File: src/rtl/puf_metrics_pkg.sv
package puf_metrics_pkg;

   typedef enum logic [2:0] {
      ST_IDLE,
      ST_PASS,
      ST_PREP_U,
      ST_DIV_U,
      ST_PREP_R,
      ST_DIV_R,
      ST_FIN
   } eng_state_t;

endpackage

File: src/rtl/puf_popcount.sv
module puf_popcount #(
   parameter int W     = 128,
   parameter int CHUNK = 8
) (
   input  logic [W-1:0]         vec,
   output logic [$clog2(W):0]   cnt
);
   localparam int OW  = $clog2(W) + 1;
   localparam int CW  = $clog2(CHUNK) + 1;
   localparam int NCH = W / CHUNK;

   function automatic logic [CW-1:0] chunk_ones(input logic [CHUNK-1:0] v);
      logic [CW-1:0] s;
      s = '0;
      for (int i = 0; i < CHUNK; i++) s = s + CW'(v[i]);
      return s;
   endfunction

   generate
      if (W % CHUNK == 0 && NCH > 1) begin : g_chunked
         logic [NCH*CW-1:0] parts;
         for (genvar g = 0; g < NCH; g++) begin : g_part
            assign parts[g*CW +: CW] = chunk_ones(vec[g*CHUNK +: CHUNK]);
         end
         always_comb begin
            cnt = '0;
            for (int g = 0; g < NCH; g++) cnt = cnt + OW'(parts[g*CW +: CW]);
         end
      end else begin : g_flat
         always_comb begin
            cnt = '0;
            for (int i = 0; i < W; i++) cnt = cnt + OW'(vec[i]);
         end
      end
   endgenerate

endmodule

File: src/rtl/puf_pair_walk.sv
module puf_pair_walk #(
   parameter int N = 8
) (
   input  logic                   clk,
   input  logic                   rst_n,
   input  logic                   clear,
   input  logic                   advance,
   output logic [$clog2(N)-1:0]   p,
   output logic [$clog2(N):0]     q,
   output logic                   row,
   output logic                   last
);
   localparam int PW = $clog2(N);
   localparam int QW = PW + 1;

   // q runs p+1 .. N; the q == N slot is the per-chip row cycle
   assign row  = (q == QW'(N));
   assign last = row && (p == PW'(N - 1));

   always_ff @(posedge clk or negedge rst_n) begin
      if (!rst_n) begin
         p <= '0;
         q <= QW'(1);
      end else if (clear) begin
         p <= '0;
         q <= QW'(1);
      end else if (advance) begin
         if (row) begin
            p <= p + PW'(1);
            q <= QW'(p) + QW'(2);
         end else begin
            q <= q + QW'(1);
         end
      end
   end

endmodule

File: src/rtl/puf_seq_div.sv
module puf_seq_div #(
   parameter int W = 20
) (
   input  logic          clk,
   input  logic          rst_n,
   input  logic          go,
   input  logic [W-1:0]  num,
   input  logic [W-1:0]  den,
   output logic          done,
   output logic [W-1:0]  quo
);
   localparam int CW = $clog2(W + 1);

   logic          run;
   logic [CW-1:0] cnt;
   logic [W-1:0]  rem, nsh, den_r;
   logic [W:0]    trial;
   logic          fits;

   assign trial = {rem, nsh[W-1]};
   assign fits  = (trial >= {1'b0, den_r});

   always_ff @(posedge clk or negedge rst_n) begin
      if (!rst_n) begin
         run   <= 1'b0;
         cnt   <= '0;
         rem   <= '0;
         nsh   <= '0;
         den_r <= '0;
         quo   <= '0;
         done  <= 1'b0;
      end else begin
         done <= 1'b0;
         if (go) begin
            run   <= 1'b1;
            cnt   <= CW'(W);
            rem   <= '0;
            nsh   <= num;
            den_r <= den;
            quo   <= '0;
         end else if (run) begin
            if (fits) rem <= W'(trial - {1'b0, den_r});
            else      rem <= trial[W-1:0];
            quo <= {quo[W-2:0], fits};
            nsh <= nsh << 1;
            cnt <= cnt - CW'(1);
            if (cnt == CW'(1)) begin
               run  <= 1'b0;
               done <= 1'b1;
            end
         end
      end
   end

endmodule

File: src/rtl/puf_metrics_engine.sv
module puf_metrics_engine
   import puf_metrics_pkg::*;
#(
   parameter int RESP_W    = 128,
   parameter int MAX_CHIPS = 8,
   parameter int FRAC_W    = 8
) (
   input  logic                          clk,
   input  logic                          rst_n,
   input  logic                          in_valid,
   output logic                          in_ready,
   input  logic [RESP_W-1:0]             in_data,
   input  logic                          in_stressed,
   input  logic [$clog2(MAX_CHIPS)-1:0]  in_chip,
   output logic                          ones_valid,
   output logic [$clog2(RESP_W):0]       ones_count,
   input  logic                          start,
   output logic                          busy,
   output logic                          done,
   output logic                          error,
   output logic [FRAC_W:0]               uniq_q,
   output logic [FRAC_W:0]               rel_q,
   output logic [$clog2(RESP_W):0]       hd_min,
   output logic [$clog2(RESP_W):0]       hd_max,
   input  logic [$clog2(RESP_W)-1:0]     alias_sel,
   output logic [FRAC_W:0]               alias_q
);
   localparam int LW     = $clog2(RESP_W);
   localparam int HDW    = LW + 1;
   localparam int CHIP_W = $clog2(MAX_CHIPS);
   localparam int QW     = CHIP_W + 1;
   localparam int NPAIRS = MAX_CHIPS * (MAX_CHIPS - 1) / 2;
   localparam int PAIR_W = $clog2(NPAIRS + 1);
   localparam int SUM_W  = $clog2((NPAIRS + MAX_CHIPS) * RESP_W + 1);
   localparam int DIV_W  = SUM_W + FRAC_W;
   localparam int ACNT_W = $clog2(MAX_CHIPS + 1);
   localparam int QO_W   = FRAC_W + 1;
   localparam int AN_W   = ACNT_W + FRAC_W;

   generate
      if (RESP_W < 8 || (1 << LW) != RESP_W) begin : g_bad_width
         $error("RESP_W must be a power of two of at least 8");
      end
      if (MAX_CHIPS < 2 || (1 << CHIP_W) != MAX_CHIPS) begin : g_bad_chips
         $error("MAX_CHIPS must be a power of two of at least 2");
      end
      if (FRAC_W < 1) begin : g_bad_frac
         $error("FRAC_W must be at least 1");
      end
   endgenerate

   eng_state_t st;
   logic start_go, in_pass;

   assign busy     = (st != ST_IDLE);
   assign in_ready = !busy;
   assign done     = (st == ST_FIN);
   assign start_go = start && (st == ST_IDLE);
   assign in_pass  = (st == ST_PASS);

   // ---------------- response storage ----------------
   logic [RESP_W-1:0]    nom_mem [MAX_CHIPS];
   logic [RESP_W-1:0]    str_mem [MAX_CHIPS];
   logic [MAX_CHIPS-1:0] nom_vld, str_vld;
   logic                 wr_en;

   assign wr_en = in_valid && in_ready;

   always_ff @(posedge clk) begin
      if (wr_en) begin
         if (in_stressed) str_mem[in_chip] <= in_data;
         else             nom_mem[in_chip] <= in_data;
      end
   end

   always_ff @(posedge clk or negedge rst_n) begin
      if (!rst_n) begin
         nom_vld <= '0;
         str_vld <= '0;
      end else if (wr_en) begin
         if (in_stressed) str_vld[in_chip] <= 1'b1;
         else             nom_vld[in_chip] <= 1'b1;
      end
   end

   // ---------------- ones count of incoming responses ----------------
   logic [HDW-1:0] in_ones;

   puf_popcount #(.W(RESP_W)) u_pc_in (.vec(in_data), .cnt(in_ones));

   always_ff @(posedge clk or negedge rst_n) begin
      if (!rst_n) begin
         ones_valid <= 1'b0;
         ones_count <= '0;
      end else begin
         ones_valid <= wr_en;
         if (wr_en) ones_count <= in_ones;
      end
   end

   // ---------------- pair walk and distance unit ----------------
   logic [CHIP_W-1:0] wp;
   logic [QW-1:0]     wq;
   logic              w_row, w_last;
   logic [CHIP_W-1:0] wq_idx;
   logic [RESP_W-1:0] opnd_a, opnd_b;
   logic [HDW-1:0]    hd;
   logic              pair_ok, row_nom, row_both;

   puf_pair_walk #(.N(MAX_CHIPS)) u_walk (
      .clk     (clk),
      .rst_n   (rst_n),
      .clear   (start_go),
      .advance (in_pass),
      .p       (wp),
      .q       (wq),
      .row     (w_row),
      .last    (w_last)
   );

   assign wq_idx   = wq[CHIP_W-1:0];
   assign opnd_a   = nom_mem[wp];
   assign opnd_b   = w_row ? str_mem[wp] : nom_mem[wq_idx];
   assign pair_ok  = in_pass && !w_row && nom_vld[wp] && nom_vld[wq_idx];
   assign row_nom  = in_pass && w_row && nom_vld[wp];
   assign row_both = row_nom && str_vld[wp];

   puf_popcount #(.W(RESP_W)) u_pc_hd (.vec(opnd_a ^ opnd_b), .cnt(hd));

   // ---------------- accumulators ----------------
   logic [SUM_W-1:0]  sum_hd, rel_sum;
   logic [PAIR_W-1:0] npairs;
   logic [ACNT_W-1:0] m_cnt, k_cnt;
   logic [HDW-1:0]    min_r, max_r;

   always_ff @(posedge clk or negedge rst_n) begin
      if (!rst_n) begin
         sum_hd  <= '0;
         rel_sum <= '0;
         npairs  <= '0;
         m_cnt   <= '0;
         k_cnt   <= '0;
         min_r   <= HDW'(RESP_W);
         max_r   <= '0;
      end else if (start_go) begin
         sum_hd  <= '0;
         rel_sum <= '0;
         npairs  <= '0;
         m_cnt   <= '0;
         k_cnt   <= '0;
         min_r   <= HDW'(RESP_W);
         max_r   <= '0;
      end else begin
         if (pair_ok) begin
            sum_hd <= sum_hd + SUM_W'(hd);
            npairs <= npairs + PAIR_W'(1);
            if (hd < min_r) min_r <= hd;
            if (hd > max_r) max_r <= hd;
         end
         if (row_nom)  m_cnt <= m_cnt + ACNT_W'(1);
         if (row_both) begin
            k_cnt   <= k_cnt + ACNT_W'(1);
            rel_sum <= rel_sum + SUM_W'(hd);
         end
      end
   end

   // per-bit aliasing counters
   logic [RESP_W*ACNT_W-1:0] alias_flat;

   generate
      for (genvar i = 0; i < RESP_W; i++) begin : g_alias
         logic [ACNT_W-1:0] cnt_r;
         always_ff @(posedge clk or negedge rst_n) begin
            if (!rst_n)                      cnt_r <= '0;
            else if (start_go)               cnt_r <= '0;
            else if (row_nom && opnd_a[i])   cnt_r <= cnt_r + ACNT_W'(1);
         end
         assign alias_flat[i*ACNT_W +: ACNT_W] = cnt_r;
      end
   endgenerate

   logic [ACNT_W-1:0] sel_cnt;
   logic [AN_W-1:0]   a_num, a_quo;

   assign sel_cnt = alias_flat[alias_sel*ACNT_W +: ACNT_W];
   assign a_num   = {sel_cnt, {FRAC_W{1'b0}}};
   assign a_quo   = (m_cnt == '0) ? '0 : a_num / AN_W'(m_cnt);
   assign alias_q = QO_W'(a_quo);

   // ---------------- shared divider ----------------
   logic [DIV_W-1:0] u_num, u_den, k_bits, r_num, div_num, div_den, div_quo;
   logic             div_go, div_done;

   assign u_num   = DIV_W'(sum_hd) << FRAC_W;
   assign u_den   = DIV_W'(npairs) << LW;
   assign k_bits  = DIV_W'(k_cnt) << LW;
   assign r_num   = (k_bits - DIV_W'(rel_sum)) << FRAC_W;
   assign div_num = (st == ST_PREP_R) ? r_num  : u_num;
   assign div_den = (st == ST_PREP_R) ? k_bits : u_den;
   assign div_go  = ((st == ST_PREP_U) && (npairs != '0)) ||
                    ((st == ST_PREP_R) && (k_cnt  != '0));

   puf_seq_div #(.W(DIV_W)) u_div (
      .clk   (clk),
      .rst_n (rst_n),
      .go    (div_go),
      .num   (div_num),
      .den   (div_den),
      .done  (div_done),
      .quo   (div_quo)
   );

   // ---------------- sequencing and result registers ----------------
   logic [QO_W-1:0] uniq_r, rel_r;
   logic            err_r;

   always_ff @(posedge clk or negedge rst_n) begin
      if (!rst_n) begin
         st     <= ST_IDLE;
         uniq_r <= '0;
         rel_r  <= '0;
         err_r  <= 1'b0;
      end else begin
         unique case (st)
            ST_IDLE: if (start) begin
               st     <= ST_PASS;
               uniq_r <= '0;
               rel_r  <= '0;
               err_r  <= 1'b0;
            end
            ST_PASS:   if (w_last) st <= ST_PREP_U;
            ST_PREP_U: begin
               err_r <= (m_cnt < ACNT_W'(2));
               st    <= (npairs != '0) ? ST_DIV_U : ST_PREP_R;
            end
            ST_DIV_U: if (div_done) begin
               uniq_r <= QO_W'(div_quo);
               st     <= ST_PREP_R;
            end
            ST_PREP_R: st <= (k_cnt != '0) ? ST_DIV_R : ST_FIN;
            ST_DIV_R: if (div_done) begin
               rel_r <= QO_W'(div_quo);
               st    <= ST_FIN;
            end
            ST_FIN:    st <= ST_IDLE;
            default:   st <= ST_IDLE;
         endcase
      end
   end

   assign error  = err_r;
   assign uniq_q = uniq_r;
   assign rel_q  = rel_r;
   assign hd_min = (npairs == '0) ? '0 : min_r;
   assign hd_max = max_r;

endmodule

File: config.mk
export PLATFORM = sky130hd
export DESIGN_NAME = puf_metrics_engine
export DESIGN_NICKNAME = d
export VERILOG_FILES = /design/src/rtl/puf_metrics_pkg.sv /design/src/rtl/puf_popcount.sv /design/src/rtl/puf_pair_walk.sv /design/src/rtl/puf_seq_div.sv /design/src/rtl/puf_metrics_engine.sv
export SDC_FILE = /design/constraint.sdc
export NUM_CORES = 2
export LEC_CHECK = 0
export BUFFER_PORTS_ARGS = -buffer_cell sky130_fd_sc_hd__clkbuf_2
export CORE_ASPECT_RATIO = 0.7
export CORE_MARGIN = 2
export CORE_UTILIZATION = 40
export CTS_CLUSTER_SIZE = 40
export DETAILED_ROUTE_END_ITERATION = 6
export SYNTH_ARGS = -nofsm -noshare
export SYNTH_HDL_FRONTEND = slang
export SYNTH_SLANG_ARGS = --single-unit
File: constraint.sdc
create_clock -name clk -period 17.09 [get_ports clk]
set_input_delay 0 -clock clk [delete_from_list [all_inputs] [get_ports clk]]
set_output_delay 0 -clock clk [all_outputs]
set_load 0.05 [all_outputs]
==> results <==
- The run finished, with violations left.
- The final reports fail on negative setup slack.
- The deepest level of the CTS H-tree is 5.
- The total of buffers placed on input and output ports is 198.
- The initial antenna violation count is 38.
- Among cell families on the critical path, the largest total delay comes from compound AO/OA/AOI/OAI gates.
- By instance count, the cell type seen most on the critical path is sky130_fd_sc_hd__buf_4.
- The initial utilization of the core area, before any placement, comes to 40.1%.
- The area of placed instances is 0.142 mm2.
- The depth of the worst register-to-register path is 32.
- The detail route stage leaves a number of antenna-violating nets equal to 0.
- The data required time of the worst path is 17090 ps.
- The HPWL reported at the end of detailed placement is 269000 um.
- For this run, the slowest stage of the critical path takes 560 ps.
- A synthesized cell averages 15.7 um2.
- The clock net sink count is 2724.
- The number of library cell types mapped by synthesis is 92.
- The total overflow left after global routing is 0.
- Setup repair after global routing could not meet its margin everywhere.
- The CTS clock-pin slew for the worst setup and hold paths is 70 ps.
- The launching element type of the critical path is a flop.
- The net count of the mapped netlist is 9230.
- The clock tree skew after final layout is 75.0 ps.
- The final critical path time including I/O delays and setup is 17720 ps.
- Dividing the final minimum period by the clock period gives 104%.
- The final layout contains 9869 nets.
- By area the synthesized netlist is led by sky130_fd_sc_hd__edfxtp_1 (46%), sky130_fd_sc_hd__mux4_2 (15%), sky130_fd_sc_hd__dfrtp_1 (13%).
- The number of global-route vias before repair is 80100.
- Setup slack on the critical path of the routed design comes to -631 ps.
- For this run, design rule violations remaining after detail routing come to 0.
- The max-slew violation total from the final report is 0.
- The congestion estimate from routability-driven global placement came to 0.907.
- For this block, the initial DRC count from the detailed router was 10100.
- The relative area change from synthesis to final layout is 14.6%.
- Using the TritonRoute via totals, the vias-per-cell ratio works out to 5.84.
- The die span in y is 487 um.
- The I/O pin total is 199.
- The root buffer cell is sky130_fd_sc_hd__clkbuf_16.
- Of the cells placed in the final design, the portion with a size suffix greater than 1 is 22.5%.
- The worst setup path is captured at a primary output.
- The total track usage is 23.7%.
- After detailed routing, the average wire length per cell comes to 29.4 um.
- The first global-routing pass estimated 581000 um of wire.
- The initialized floorplan defines 177 standard-cell rows.
- The die is 694 um wide.
- In this run the worst path has a maximum fanout of 4.
- The detailed-route wire length is 404000 um.
- The slew at the pin closest to its max-slew limit is 1330 ps.
- The worst-case hold slack is 109 ps.
- The clock passes through at most 4 buffers.
- The die covers 0.338 mm2.
- The number of clock buffers added by TritonCTS is 272.
- The number of enable-type register cells in the synthesized netlist is 2048.
- The final number of hold-violating endpoints was 0.
- In this run the tightest slew margin relative to its limit is 8.64%.
- The register bit total from synthesis is 2724.
- Sorting the synthesized cells by how often they occur yields sky130_fd_sc_hd__edfxtp_1 (2048), sky130_fd_sc_hd__nor2_1 (948), sky130_fd_sc_hd__mux4_2 (883).
- Counting both buffers and inverters, the worst setup path holds a total of 22.
- Summed over its instances, the top area cell type makes up 46.2% of the synthesized netlist area.
- The critical path is of the reg -> out type.
- Summed over all instances, the cell type with the most area after synthesis is sky130_fd_sc_hd__edfxtp_1.
- The highest attainable clock frequency is 56.4 MHz.
- By instance count, the leading cell after synthesis is sky130_fd_sc_hd__edfxtp_1.
- The count of cell instances traversed by the critical path is 93.
- The number of failing setup endpoints in the final timing report is 1.
- The share of the Yosys chip area taken by registers is 58.8%.
- The floorplan step defined a core boundary enclosing 0.332 mm2.
- In this run the cell area of the synthesized design comes to 0.133 mm2.
- The min-delay analysis places its worst path in the category in -> reg.
- The detailed-route via count is 80300.
- The most used flip-flop cell after synthesis is sky130_fd_sc_hd__edfxtp_1.
- The largest net degree at the start of global routing is 161.
- The later-pin clock latency in the skew report is 920 ps.
- The share of synthesized flip-flops with an asynchronous set or reset is 24.8%.
- TritonCTS built the clock tree.
- The number of max-cap violations is 0.
- After routing the design area is 0.153 mm2.
- The arrival time at the worst endpoint is 17720 ps.
- After technology mapping, the gate count stands at 8498.
- The warning count from the yosys run is 0.
- The first detailed-routing pass took 6 iterations.
- On the critical path, the stage with the largest delay is an instance of sky130_fd_sc_hd__or4_4.
- The instance count along the most critical hold path is 3.
-- path summary, 6_finish.rpt --
kind	slack [ps]	to	from
worst max-delay path	-630	alias_q[0]	g_alias[55].cnt_r[3]
worst min-delay path	110	str_mem[5][19]	in_data[19]
worst max register to register	3750	sum_hd[9]	u_walk.p[0]
worst min register to register	480	str_vld[6]	str_vld[6]
max in group asynchronous	13430	g_alias[70].cnt_r[1]	rst_n
min in group asynchronous	220	u_walk.q[0]	rst_n
-- metal layers --
metal | global-route usage [%] | wire length (um)
met2 | 34.7 | 176000
met5 | 0.0569 | 96
met4 | 5.79 | 10400
met3 | 5.01 | 39700
met1 | 36.0 | 178000
-- cells in the final DEF (no fill, tap or decap), types with 44 or more instances in the layout --
cell type	count
sky130_fd_sc_hd__edfxtp_1	2048
sky130_fd_sc_hd__nor2_1	929
sky130_fd_sc_hd__mux4_2	883
sky130_fd_sc_hd__dfrtp_1	668
sky130_fd_sc_hd__mux2i_1	516
sky130_fd_sc_hd__buf_4	426
sky130_fd_sc_hd__xor2_1	408
sky130_fd_sc_hd__inv_1	400
sky130_fd_sc_hd__ha_1	342
sky130_fd_sc_hd__clkbuf_16	281
sky130_fd_sc_hd__nand2_1	271
sky130_fd_sc_hd__fa_1	232
sky130_fd_sc_hd__xnor2_1	219
sky130_fd_sc_hd__a21oi_1	208
sky130_fd_sc_hd__clkbuf_2	192
sky130_fd_sc_hd__a211oi_1	158
sky130_fd_sc_hd__nand4_1	139
sky130_fd_sc_hd__dlygate4sd3_1	139
sky130_fd_sc_hd__o21ai_0	87
sky130_fd_sc_hd__clkbuf_1	58
sky130_fd_sc_hd__nor2b_1	57
sky130_fd_sc_hd__clkinv_1	44
-- through the flow --
| stage | std cells | util (%) | setup slack, ps | TNS [ps] |
|---|---|---|---|---|
| 3_5_place_dp | 13000 | 42.7 | -695 | -695 |
| 3_3_place_gp | 13000 | 42.7 | -271 | -271 |
| 6_report | 13700 | 46.0 | -631 | -631 |
| 2_1_floorplan | 8498 | - | 3.54 | 0 |
| 5_1_grt | 13700 | 46.0 | -1520 | -1960 |
| 4_1_cts | 13700 | 45.9 | -470 | -470 |
-- worst register-to-register path: cells and delay by family (launching register included) --
kind	cells	cell delay [ps]
flops	1	1040
compound gates	4	1010
mux	2	1460
buf+inv	7	1520
simple gates	2	140
fa+ha+maj	13	6620
xor+xnor	4	1390
-- registers in the layout (all words and copies together), names as in the netlist, 5 cells and up --
name	count
g_alias.cnt_r	512
hd_max	8
min_r	8
nom_mem	1024
nom_vld	8
npairs	5
ones_count	8
rel_q	9
rel_sum	13
str_mem	1024
str_vld	8
sum_hd	13
u_div.cnt	5
u_div.den_r	5
u_div.nsh	13
u_div.quo	9
u_div.rem	21
uniq_q	9
-- layout make-up --
type | instances | area [um2]
well taps | 4385 | 5490
repair buffers | 793 | 6210
fillers | 28500 | 179000
clock buffers | 356 | 7470
diodes | 15 | 37.5
clock inverters | 120 | 1170
multi-input cells | 4940 | 52300
inverters | 406 | 1520
flip-flops and latches | 2724 | 78400
-- kinds of logic after synthesis --
| family | Yosys count | share of synthesized area, % |
|---|---|---|
| buffers and inverters | 834 | 2.48 |
| XOR/XNOR | 631 | 4.15 |
| multiplexers | 1426 | 19.0 |
| flip-flops | 2724 | 58.8 |
| AND/OR/NAND/NOR | 1617 | 5.30 |
| adder cells (fa/ha/maj) | 589 | 6.84 |
| AO/OA/AOI/OAI | 677 | 3.35 |
-- repair_timing --
item                                     CTS  global route
endpoints found under the setup margin     2             2
resized for setup                         54            45
hold buffers                             140             0
endpoints found under the hold margin   2528             0
pin swaps                                 53            55
buffers inserted                          46            15
Power is left out: the tool's default activity adds up to more than one toggle a clock period on the data nets, which glitch-free logic cannot reach.
